[src/rtl/lds_pkg.sv]
package lds_pkg;

  typedef enum logic [1:0] {
    ST_IDLE  = 2'd0,
    ST_READ  = 2'd1,
    ST_WRITE = 2'd2,
    ST_GAP   = 2'd3
  } lds_state_e;

  // True on the final clock of a phase that lasts len clocks.
  function automatic logic phase_last(input int unsigned ph, input int unsigned len);
    return (ph + 1) >= len;
  endfunction

endpackage

[src/rtl/lds_accept.sv]
module lds_accept (
  input  logic clk,
  input  logic rst_n,
  input  logic open_i,
  input  logic close_i,
  input  logic pin_n_i,
  output logic accept_o,
  output logic pending_o
);

  always_ff @(posedge clk) begin
    if (!rst_n) begin
      accept_o  <= 1'b0;
      pending_o <= 1'b0;
    end else begin
      if (open_i)       accept_o <= 1'b1;
      else if (close_i) accept_o <= 1'b0;

      if (close_i)                    pending_o <= 1'b0;
      else if (accept_o && !pin_n_i)  pending_o <= 1'b1;
    end
  end

endmodule

[src/rtl/lds_count.sv]
module lds_count #(
  parameter int CNT_W = 16
) (
  input  logic             clk,
  input  logic             rst_n,
  input  logic             load_i,
  input  logic [CNT_W-1:0] load_val_i,
  input  logic             dec_i,
  output logic [CNT_W-1:0] count_o,
  output logic             last_o
);

  function automatic logic [CNT_W-1:0] minus_one(input logic [CNT_W-1:0] v);
    return v - CNT_W'(1);
  endfunction

  function automatic logic is_final(input logic [CNT_W-1:0] v);
    return v == CNT_W'(1);
  endfunction

  always_ff @(posedge clk) begin
    if (!rst_n)      count_o <= '0;
    else if (load_i) count_o <= load_val_i;
    else if (dec_i)  count_o <= minus_one(count_o);
  end

  assign last_o = is_final(count_o);

endmodule

[src/rtl/lds_fsm.sv]
module lds_fsm
  import lds_pkg::*;
#(
  parameter int RD_CYC  = 2,
  parameter int WR_CYC  = 2,
  parameter int GAP_CYC = 2
) (
  input  logic       clk,
  input  logic       rst_n,
  input  logic       start_i,
  output lds_state_e state_o,
  output logic       idle_o,
  output logic       rd_stb_o,
  output logic       wr_stb_o,
  output logic       capture_o,
  output logic       wr_end_o
);

  localparam int MAXC = (RD_CYC > WR_CYC) ? ((RD_CYC > GAP_CYC) ? RD_CYC : GAP_CYC)
                                          : ((WR_CYC > GAP_CYC) ? WR_CYC : GAP_CYC);
  localparam int PH_W = (MAXC > 1) ? $clog2(MAXC) : 1;

  lds_state_e      st_q;
  logic [PH_W-1:0] ph_q;
  logic            rd_last, wr_last, gap_last;

  assign rd_last  = phase_last(32'(ph_q), RD_CYC);
  assign wr_last  = phase_last(32'(ph_q), WR_CYC);
  assign gap_last = phase_last(32'(ph_q), GAP_CYC);

  always_ff @(posedge clk) begin
    if (!rst_n) begin
      st_q <= ST_IDLE;
      ph_q <= '0;
    end else begin
      unique case (st_q)
        ST_IDLE: begin
          ph_q <= '0;
          if (start_i) st_q <= ST_READ;
        end
        ST_READ: begin
          if (rd_last) begin st_q <= ST_WRITE; ph_q <= '0; end
          else ph_q <= ph_q + 1'b1;
        end
        ST_WRITE: begin
          if (wr_last) begin st_q <= ST_GAP; ph_q <= '0; end
          else ph_q <= ph_q + 1'b1;
        end
        ST_GAP: begin
          if (gap_last) begin st_q <= ST_IDLE; ph_q <= '0; end
          else ph_q <= ph_q + 1'b1;
        end
        default: st_q <= ST_IDLE;
      endcase
    end
  end

  assign state_o   = st_q;
  assign idle_o    = (st_q == ST_IDLE);
  assign rd_stb_o  = (st_q == ST_READ);
  assign wr_stb_o  = (st_q == ST_WRITE);
  assign capture_o = rd_stb_o && rd_last;
  assign wr_end_o  = wr_stb_o && wr_last;

endmodule

[src/rtl/lds_dma_seq.sv]
module lds_dma_seq
  import lds_pkg::*;
#(
  parameter int DATA_W  = 32,
  parameter int CNT_W   = 16,
  parameter int RD_CYC  = 2,
  parameter int WR_CYC  = 2,
  parameter int GAP_CYC = 2
) (
  input  logic              clk,
  input  logic              rst_n,
  input  logic              ctl_wr,
  input  logic              ctl_enable,
  input  logic              ctl_pin_mode,
  input  logic [CNT_W-1:0]  ctl_count,
  input  logic              req_n,
  input  logic              bus_gnt,
  output logic              bus_req,
  output logic              rd_stb,
  input  logic [DATA_W-1:0] rd_data,
  output logic              wr_stb,
  output logic [DATA_W-1:0] wr_data,
  output logic [CNT_W-1:0]  remaining,
  output logic              chan_on,
  output logic              done
);

  // Named internal events, also observed by the bound checker.
  lds_state_e state_w;
  logic idle_w, capture_w, wr_end_w, last_w;
  logic accept_w, pending_w;
  logic cfg_take_w, arm_w, start_w, open_w, close_w;
  logic [DATA_W-1:0] hold_q;

  assign cfg_take_w = ctl_wr && idle_w;
  assign arm_w      = cfg_take_w && ctl_enable && ctl_pin_mode && (ctl_count != '0);
  assign start_w    = idle_w && pending_w && chan_on && bus_gnt && !ctl_wr;
  assign open_w     = arm_w || (wr_end_w && !last_w);
  assign close_w    = start_w || cfg_take_w;

  lds_fsm #(
    .RD_CYC (RD_CYC),
    .WR_CYC (WR_CYC),
    .GAP_CYC(GAP_CYC)
  ) u_fsm (
    .clk      (clk),
    .rst_n    (rst_n),
    .start_i  (start_w),
    .state_o  (state_w),
    .idle_o   (idle_w),
    .rd_stb_o (rd_stb),
    .wr_stb_o (wr_stb),
    .capture_o(capture_w),
    .wr_end_o (wr_end_w)
  );

  lds_accept u_acc (
    .clk      (clk),
    .rst_n    (rst_n),
    .open_i   (open_w),
    .close_i  (close_w),
    .pin_n_i  (req_n),
    .accept_o (accept_w),
    .pending_o(pending_w)
  );

  lds_count #(.CNT_W(CNT_W)) u_cnt (
    .clk       (clk),
    .rst_n     (rst_n),
    .load_i    (cfg_take_w),
    .load_val_i(ctl_count),
    .dec_i     (wr_end_w),
    .count_o   (remaining),
    .last_o    (last_w)
  );

  always_ff @(posedge clk) begin
    if (!rst_n) begin
      chan_on <= 1'b0;
      done    <= 1'b0;
      hold_q  <= '0;
    end else begin
      if (cfg_take_w)             chan_on <= arm_w;
      else if (wr_end_w && last_w) chan_on <= 1'b0;
      done <= wr_end_w && last_w;
      if (capture_w) hold_q <= rd_data;
    end
  end

  assign bus_req = (idle_w && pending_w) || rd_stb || wr_stb;
  assign wr_data = hold_q;

endmodule

[config.mk]
export PLATFORM = sky130hd
export DESIGN_NAME = lds_dma_seq
export DESIGN_NICKNAME = d
export VERILOG_FILES = /design/src/rtl/lds_pkg.sv /design/src/rtl/lds_accept.sv /design/src/rtl/lds_count.sv /design/src/rtl/lds_fsm.sv /design/src/rtl/lds_dma_seq.sv
export SDC_FILE = /design/constraint.sdc
export NUM_CORES = 1
export LEC_CHECK = 0
export ABC_CLOCK_PERIOD_IN_PS = 4930
export BUFFER_PORTS_ARGS = -buffer_cell sky130_fd_sc_hd__buf_2
export CELL_PAD_IN_SITES_DETAIL_PLACEMENT = 1
export CELL_PAD_IN_SITES_GLOBAL_PLACEMENT = 2
export CORE_AREA = 10 10 105 107
export CTS_CLUSTER_SIZE = 28
export DETAILED_ROUTE_END_ITERATION = 8
export DIE_AREA = 0 0 115 117
export PLACE_DENSITY_LB_ADDON = 0.15
export SYNTH_ARGS = -nofsm -noshare
export SYNTH_HDL_FRONTEND = slang
export SYNTH_SLANG_ARGS = --single-unit
[constraint.sdc]
create_clock -name clk -period 4.93 [get_ports clk]
set_clock_uncertainty 0.15 [all_clocks]
set_input_delay 0.493 -clock clk [delete_from_list [all_inputs] [get_ports clk]]
set_output_delay 0.493 -clock clk [all_outputs]
set_load 0.01 [all_outputs]
Yosys cells after proc, flatten, opt, wreduce, memory -nomap -nowiden
Cells that the tools add are included.
{ "op_classes": {"n_addsub": 3, "n_lt_le_gt_ge": 1, "n_eq_ne": 8, "n_mux": 13, "bitwise": 1, "reduce_logical": 28} }
{ "op_table": {"columns": ["op", "n"], "rows": [
  ["two-way mux 16 bit", 2],
  ["equality test 16 x 1 -> 1 bit (second input constant)", 1],
  ["nonzero test 16 bit", 1],
  ["subtractor 16 x 1 -> 16 bit (second input constant)", 1],
  ["logical AND 1 bit", 13],
  ["two-way mux 2 bit", 4],
  ["!= test 2 x 1 -> 1 bit (second input constant)", 4],
  ["one-hot mux 2 bit (4 select lines)", 1],
  ["nonzero test 2 bit", 3],
  ["two-way mux 1 bit", 5],
  ["equality test 2 bit (second input constant)", 2],
  ["logical OR 1 bit", 4],
  ["AND reduction 4 bit", 1],
  ["zero test 1 bit", 3],
  ["OR reduction 3 bit", 1],
  ["adder 1 x 1 -> 2 bit (second input constant)", 1],
  ["equality test 2 x 1 -> 1 bit (second input constant)", 1],
  [">= comparator 2 bit (second input constant)", 1],
  ["zero test 2 bit", 1],
  ["one-hot mux 1 bit (2 select lines)", 1],
  ["OR reduction 2 bit", 1],
  ["adder 1 bit (second input constant)", 1],
  ["inverter 1 bit", 1]
]} }
{ "totals": {"reg_bits": 55, "inputBits": 55, "out_inout_bits": 53, "wordCells": 62} }

Longest topological paths before layout
Gate-level depths: netlist of run 1.
{ "logic_depth": {"word_depth": 8, "mapped_depth": 7, "mapped_depth_nobuf": 6} }

Hierarchy
Synthesis of run 1 repeated with hierarchy kept, for this count alone.
{ "unflattened": {"cells_unflattened": 253, "hier_area_um2": 2517.4} }
{ "by_module_without_submodules": {"columns": ["module", "instances", "cells_each", "area_each_um2", "seq_area_each_um2"], "rows": [
  ["lds_dma_seq", 1, 126, 1380.1, 680.7],
  ["lds_count", 1, 98, 849.6, 320.3],
  ["lds_fsm", 1, 22, 214.0, 60.1],
  ["lds_accept", 1, 7, 73.8, 40.0]
]} }

Worst setup path after synthesis of run 1
Ideal clock, no wire load.
{ "synth_path": {"path_kind": "register to register", "from": "reg u_cnt.count_o[7]", "to": "reg u_cnt.count_o[14]", "setup_time_ns": 0.074, "arrival_ns": 1.862, "t_required_ns": 4.706, "slack_ns": 2.844, "path_stages_with_launch": 5, "path_buffers": 0, "synth_period_minus_slack_ns": 2.086, "cell_sequence": "dfxtp_1 or4_4 or3_4 or4_1 a31oi_1"} }
{ "synth_via": {"elab_chain_cells": 3} }
{ "synth_rtl": {"columns": ["element", "line", "rtl"], "rows": [
  ["start, declared", "lds_count.sv:9", "output logic [CNT_W-1:0] count_o,"],
  ["start signal, assigned", "lds_count.sv:23", "else if (load_i) count_o <= load_val_i;"],
  ["start signal, assigned", "lds_count.sv:24", "else if (dec_i) count_o <= minus_one(count_o);"],
  ["subtractor 16 x 1 -> 16 bit", "lds_count.sv:14", "return v - CNT_W'(1);"],
  ["two-way mux 16 bit", "lds_count.sv:24", null],
  ["two-way mux 16 bit", "lds_count.sv:23", null]
]} }
Every way passes these cells. The select of a mux whose other input is x is not followed.
A chain may end at the register's enable or synchronous reset.

Worst setup path after layout of run 1
{ "layout_path": {"from": "reg u_fsm.st_q[0] (netlist: u_fsm.state_o[0])", "to": "reg u_cnt.count_o[4]"} }
{ "layout_via": {"elab_chain_cells": 3, "word_cells_on_any_way": 6, "cone_classes": "1 x eq/ne; 1 x mux; 4 x reduce/logical"} }
{ "layout_rtl": {"columns": ["element", "line", "rtl"], "rows": [
  ["start, declared", "lds_fsm.sv:23", "lds_state_e st_q;"],
  ["start signal, assigned", "lds_fsm.sv:33", "st_q <= ST_IDLE;"],
  ["start signal, assigned", "lds_fsm.sv:39", "if (start_i) st_q <= ST_READ;"],
  ["start signal, assigned", "lds_fsm.sv:42", "if (rd_last) begin st_q <= ST_WRITE; ph_q <= '0; end"],
  ["equality test 2 bit or zero test 2 bit (tied branches)", "lds_fsm.sv:61, lds_fsm.sv:59", null],
  ["logical AND 1 bit, on equally long branches", "lds_fsm.sv:63, lds_dma_seq.sv:35", null],
  ["nonzero test 2 bit (no line) or two-way mux 16 bit (tied branches)", null, null]
]} }
Parallel ways exist; a longest one is shown, timed or not.

==> results of run 1 <==
stage by stage:
stage | worst slack (ps) | power, mW | utilization [%] | hold slack [ps]
floorplan | 2840 | 0.519 | - | 306
global route | 2470 | 0.856 | 34.1 | 249
global placement | 2810 | 0.568 | 33.1 | 289
finish | 2700 | 0.817 | 34.1 | 257
detailed placement | 2710 | 0.569 | 33.1 | 299
CTS | 2690 | 0.837 | 34.1 | 243
worst max-delay path: cells and delay by family, from the launching register on:
family | cells | cell delay, ps
compound gates | 2 | 540
buf+inv | 1 | 120
fa+ha+maj | 1 | 270
simple gates | 1 | 640
flops | 1 | 340
power by group:
part / switching (mW) / internal, mW
clock: 0.157 / 0.103
sequential: 0.0135 / 0.454
combinational: 0.0504 / 0.0390
total: 0.221 / 0.596
cells in the final DEF, fill, tap and decap left out, types with 2 or more instances in the layout:
cell	synthesis	layout
nor4_1	7	7
o21ai_0	17	17
nor2_1	10	10
buf_2	0	107
nand3_1	9	9
xor2_1	8	8
and3_1	2	2
nand4b_1	3	3
or4_1	2	2
or3_1	3	3
clkbuf_8	0	5
nand2_1	73	73
a21oi_1	44	44
inv_1	5	5
o31ai_1	2	2
xnor2_1	4	4
dfxtp_1	55	55
nor3_1	6	6
nand4_1	4	4
buf_4	0	2
ha_1	7	7
a31oi_1	3	3
clkinv_4	0	2
a211oi_1	3	3
final cells by class:
cell class	count	area share (%)
clock buffers	6	2.36
flip-flops and latches	55	35.8
inverters	6	0.732
well taps	111	4.52
repair buffers	109	17.9
clock inverters	2	0.570
multi-input cells	217	38.1
final timing paths:
check                   startpoint               end  cells past startpoint
setup / recovery  u_fsm.state_o[0]  u_cnt.count_o[4]                      5
hold / removal          rd_data[7]        wr_data[7]                      3
setup reg to reg  u_fsm.state_o[0]  u_cnt.count_o[4]                      5
hold reg to reg        wr_data[31]       wr_data[31]                      2
cells by family after synthesis:
kind of cell / after synthesis / share of synthesized area (%)
xor+xnor: 12 / 4.45
flops: 55 / 46.7
buf+inv: 23 / 3.66
fa+ha+maj: 7 / 3.71
simple gates: 125 / 24.7
compound gates: 72 / 16.4
mux: 1 / 0.424
cell usage after synthesis, drive strengths merged (2+ instances only):
library cell	n	area share (%)
nand4	4	1.1
nand3	9	1.9
or3	4	1.3
and3	2	0.53
clkbuf	16	2.5
dfxtp	55	47
nand4b	3	1.1
nand2	73	12
nor4	7	1.9
o31ai	2	0.64
a21oi	44	9.3
a31oi	3	0.80
nor2	10	1.6
o21ai	17	3.6
or4	3	1.1
xnor2	4	1.5
inv	6	0.95
a211oi	3	0.95
ha	7	3.7
nor3	6	1.3
xor2	8	3.0
flip-flops by register name, indices dropped and copies added (netlist names):
signal / flops
chan_on: 1
done: 1
u_acc.accept_o: 1
u_acc.pending_o: 1
u_cnt.count_o: 16
u_fsm.ph_q: 1
u_fsm.state_o: 2
wr_data: 32
per-layer routing:
metal	wire length [um]	vias to the layer above	track usage, %
li1	-	1209	-
met1	3760	1115	14.3
met2	3960	64	20.2
met3	538	5	3.52
met4	61	0	2.97
met5	0	-	0
==> impl_metrics.yaml, run 1 <==
drt:
  postRouteAntennaNets: 0
  drc: 0
  firstDrtPassIters: 4
  drt_iter0_markers: 90
  vias: 2393
  via_per_inst: 4.73
  totalWireLength_um: 8320
  routedWlPerCell_um: 16.4
timing:
  relSlewSlack_pct: 30.0
  grt_setup_unrepaired: "no"
  finalCritPeriodShare_pct: 45.2
  period_minus_slack_ps: 2230
  tns_ps: 0
  clock.fmax_ghz: 0.449
  finalSetupViolCount: 0
  drv_slew: 0
  worstMarginPinSlew_ps: 1050
  hold_viol_final: 0
grt:
  grt_max_degree: 38
  grt.overflow.total: 0
  grt_pass1_wl_um: 12800
  first_global_vias: 2485
  grt_usage_pct: 11.9
  antenna_found_initial: 0
flow_run:
  drv_cap: 0
floorplan:
  core_sq_um: 9020
  dieArea_sq_um: 13500
  die_w_um: 115
  std_cell_rows: 35
  top_level_ports: 108
  die_h_um: 117
  initial_core_util_pct: 26.2
clocking:
  cts_hold_buf: 0
  cts_sinks: 55
  insertion_delay_ps: 310
  cts-buffers-inserted: 5
  clkTransAtPathRegs_ps: 110
  clockBufferDepth: 2
  htreeDepth: 2
  post_cts_buffers: 0
  cts_tree: "yes"
  post_cts_resized: 0
  cts-root-buf: "clkbuf_8"
finish:
  area_growth_pct: 30.3
  fin_area_sq_um: 3080
  multi_input_area_sq_um: 1170
  regArea_sq_um: 1100
  diodes: 0
  fillers: 1132
  fin_nets: 456
  post_route_cells_drive_above_1_share_pct: 30.4
  fin_cells: 506
synthesis:
  syn_avg_cell_area_sq_um: 8.00
  synth_cells: 295
  synth_nets: 357
  ys.warnings.count: 0
  synth_ff_type: "dfxtp_1"
  synthArstFlopShare_pct: 0
  synth_edf_count: 0
  synth_area_sq_um: 2360
  ys_seq_area_share_pct: 46.7
  ys_seq_elements: 55
  synth_cell_types: 33
critical_path:
  rrSetupSlack_ps: 2700
  critical_path_class: "reg -> reg"
  path_cells: "inv_1 > ha_1 > nand2_1 > o21ai_0 > a21oi_1"
  slowest_delay_ps: 640
  cp-end-kind: "register"
  cp_max_fo: 33
  critPathArrivalTime_ps: 2240
  critPathLaunchType: "register"
  slowest_stage: "nand2_1"
  cp.required_ps: 4940
status:
  status: "finished, final reports clean"
placement:
  portBuffers: 107
  place_congestion: 0.719
  hpwl_um: 6280
  placed_cells: 498
  dpl-instance-area_sq_um: 2990
pwr:
  vdd.ir_drop.worst_v: 0.000110
  powerDensity_nw_per_um2: 266
  p_leak_nw: 1.31
worst_hold_path:
  hold_class: "in -> reg"
Note: power is estimated with default switching activity, not from simulation.
==> run 2: changes to the inputs <==
--- a/config.mk
+++ b/config.mk
@@ -5,14 +5,15 @@
 export SDC_FILE = /design/constraint.sdc
 export NUM_CORES = 1
 export LEC_CHECK = 0
-export ABC_CLOCK_PERIOD_IN_PS = 4930
+export ABC_AREA = 1
+export ABC_CLOCK_PERIOD_IN_PS = 2200
 export BUFFER_PORTS_ARGS = -buffer_cell sky130_fd_sc_hd__buf_2
 export CELL_PAD_IN_SITES_DETAIL_PLACEMENT = 1
 export CELL_PAD_IN_SITES_GLOBAL_PLACEMENT = 2
-export CORE_AREA = 10 10 105 107
+export CORE_AREA = 10 10 115 117
 export CTS_CLUSTER_SIZE = 28
 export DETAILED_ROUTE_END_ITERATION = 8
-export DIE_AREA = 0 0 115 117
+export DIE_AREA = 0 0 125 127
 export PLACE_DENSITY_LB_ADDON = 0.15
 export SYNTH_ARGS = -nofsm -noshare
 export SYNTH_HDL_FRONTEND = slang
==> constraint.sdc (replaced) <==
create_clock -name clk -period 2.2 [get_ports clk]
set_clock_uncertainty 0.15 [all_clocks]
set_input_delay 0.22 -clock clk [delete_from_list [all_inputs] [get_ports clk]]
set_output_delay 0.22 -clock clk [all_outputs]
set_load 0.01 [all_outputs]
==> run 2 against run 1 <==
Worst hold slack got worse by 240 ps. Synthesized cell count rose by 32%. Routed wire length rose by 15%. Highest routed layer unchanged.
==> impl_metrics.yaml, run 2 <==
status:
  status: "finished, final reports clean"
clocking:
  cts-root-buf: "clkbuf_16"
  cts-buffers-inserted: 5
  clockBufferDepth: 2
  insertion_delay_ps: 290
  clkTransAtPathRegs_ps: 80
  cts_sinks: 55
  htreeDepth: 2
  post_cts_buffers: 0
  post_cts_resized: 0
  cts_tree: "yes"
  cts_hold_buf: 0
grt:
  grt_max_degree: 39
  grt.overflow.total: 0
  grt_usage_pct: 11.7
  grt_pass1_wl_um: 15500
  first_global_vias: 2983
  antenna_found_initial: 0
finish:
  fin_nets: 554
  diodes: 0
  fin_area_sq_um: 3480
  final_cell_mix: "buf_2, nor2_1, nand2_1"
  final_common_cell: "buf_2"
  area_growth_pct: 30.0
  post_route_cells_drive_above_1_share_pct: 27.6
  largest_reg_flops: 32
pwr:
  clkPwrFrac_pct: 25.8
  sw_frac_of_total_pct: 40.2
  powerDensity_nw_per_um2: 931
  power_frac_seq_pct: 37.6
  p_int_mw: 1.94
  vdd.ir_drop.worst_v: 0.000387
  pwr-share-comb_pct: 36.6
  netSwitchingPower_mw: 1.30
  p_leak_nw: 1.71
timing:
  relSlewSlack_pct: 58.9
  period_minus_slack_ps: 1880
  whs_ps: 14.8
  hold_viol_final: 0
  tns_ps: 0
  finalSetupViolCount: 0
  clock.fmax_ghz: 0.533
  finalCritPeriodShare_pct: 85.3
  setup_slack_ps: 324
  worstMarginPinSlew_ps: 613
  drv_slew: 0
  grt_setup_unrepaired: "no"
critical_path:
  path_buf_inv: 3
  cp.required_ps: 2290
  slowest_stage: "dfxtp_1"
  r2r_end: "u_cnt.count_o[4]"
  cp-end-kind: "register"
  critPathArrivalTime_ps: 1970
  cp_max_fo: 18
  rrSetupSlack_ps: 320
  slowest_delay_ps: 370
  cp_top_family: "simple AND/OR/NAND/NOR gates"
  crit_start: "u_fsm.state_o[0]"
  reg2reg_from: "u_fsm.state_o[0]"
  path_cells: "inv_1 > ha_1 > nand2_4 > inv_4 > nor2_8 > nand3_1 > nand3_1 > nand2_1 > inv_1"
  critPathLaunchType: "register"
  reg2regPathDepth: 9
  critical_path_class: "reg -> reg"
placement:
  place_congestion: 0.768
  place_ws_ps: 317
  hpwl_um: 7410
  portBuffers: 107
  dpl-instance-area_sq_um: 3330
drt:
  drc: 0
  drt_iter0_markers: 113
  totalWireLength_um: 9550
  firstDrtPassIters: 4
  routedWlPerCell_um: 15.0
  via_per_inst: 4.37
  vias: 2781
  postRouteAntennaNets: 0
floorplan:
  die_h_um: 127
  core_sq_um: 11100
  dieArea_sq_um: 15900
  initial_core_util_pct: 24.1
  top_level_ports: 108
  die_w_um: 125
  std_cell_rows: 39
synthesis:
  synthArstFlopShare_pct: 0
  synth_cells: 389
  ys_seq_area_share_pct: 41.1
  synth_area_sq_um: 2680
  netlist_top_cells_count: "nor2_1, nand2_1, dfxtp_1"
  synth_nets: 451
  syn_avg_cell_area_sq_um: 6.88
  yosysMostFrequentCell: "nor2_1"
  synth_cell_types: 31
  ys.warnings.count: 0
  ys_seq_elements: 55
  synth_area_leader_cell: "dfxtp_1"
  yosysTopAreaCellShare_pct: 41.1
  synthTopCellsByArea: "dfxtp_1, nor2_1, nand2_1"
  synth_ff_type: "dfxtp_1"
  synth_edf_count: 0
worst_hold_path:
  min_to: "wr_data[30]"
  holdPathStages: 3
  worstHoldStart: "rd_data[30]"
  hold_class: "in -> reg"
flow_run:
  drv_cap: 0
[run 2: kinds of logic after synthesis]
logic type               count (synthesis)  share of synthesized area, %
flip-flops                              55                          41.1
adder cells (fa/ha/maj)                  7                          3.27
XOR/XNOR                                 1                         0.327
buffers and inverters                   59                          9.44
AO/OA/AOI/OAI                           67                          13.8
AND/OR/NAND/NOR                        200                          32.1
[run 2: area by class of cell]
type	count	area, sq um
sequential	55	1100
clock buffer	5	125
multi-input combinational	275	1320
clock inverter	3	25.0
tap	143	179
timing repair buffer	109	551
fill	1436	7650
inverter	46	175
[run 2: how the worst max path moves through the flow]
| stage | end | slack [ps] | cells past startpoint |
|---|---|---|---|
| 6_report | u_cnt.count_o[4] | 320 | 9 |
| 5_1_grt | u_cnt.count_o[11] | 150 | 7 |
| 4_1_cts | u_cnt.count_o[4] | 290 | 9 |
| 3_5_place_dp | u_cnt.count_o[4] | 320 | 9 |
| 3_3_place_gp | u_cnt.count_o[4] | 390 | 9 |
| 2_1_floorplan | u_cnt.count_o[14] | 640 | 11 |
[run 2: worst reg2reg max path, cell delays in order (launching register included)]
cell and delay [ps]:
dfxtp_1 370, inv_1 100, ha_1 300, nand2_4 250, inv_4 130, nor2_8 230, nand3_1 100, nand3_1 90
nand2_1 50, inv_1 60
[run 2: power groups by stage]
stage,combinational [mW],clock (mW),sequential (mW)
2_1_floorplan,0.821,0,1.24
3_5_place_dp,1.21,0,1.24
6_report,1.19,0.836,1.22
4_1_cts,1.21,0.870,1.22
5_1_grt,1.39,0.905,1.24
3_3_place_gp,1.19,0,1.24
[run 2: metal layers]
layer / vias to the layer above / wire (um) / part of all wire [%] / GRT usage, %
met5: - / 0 / 0 / 0
met4: 0 / 75 / 0.79 / 2.44
met3: 4 / 682 / 7.1 / 4.30
met2: 68 / 4530 / 47 / 19.9
met1: 1267 / 4260 / 45 / 13.8
li1: 1442 / - / - / -
[run 2: through the flow]
| step | power (mW) | util (%) | std cells |
|---|---|---|---|
| after floorplan | 2.06 | - | 389 |
| after global placement | 2.43 | 29.9 | 628 |
| after detailed placement | 2.45 | 29.9 | 628 |
| after CTS | 3.30 | 31.3 | 636 |
| after global routing | 3.53 | 31.3 | 636 |
| final | 3.24 | 31.3 | 636 |
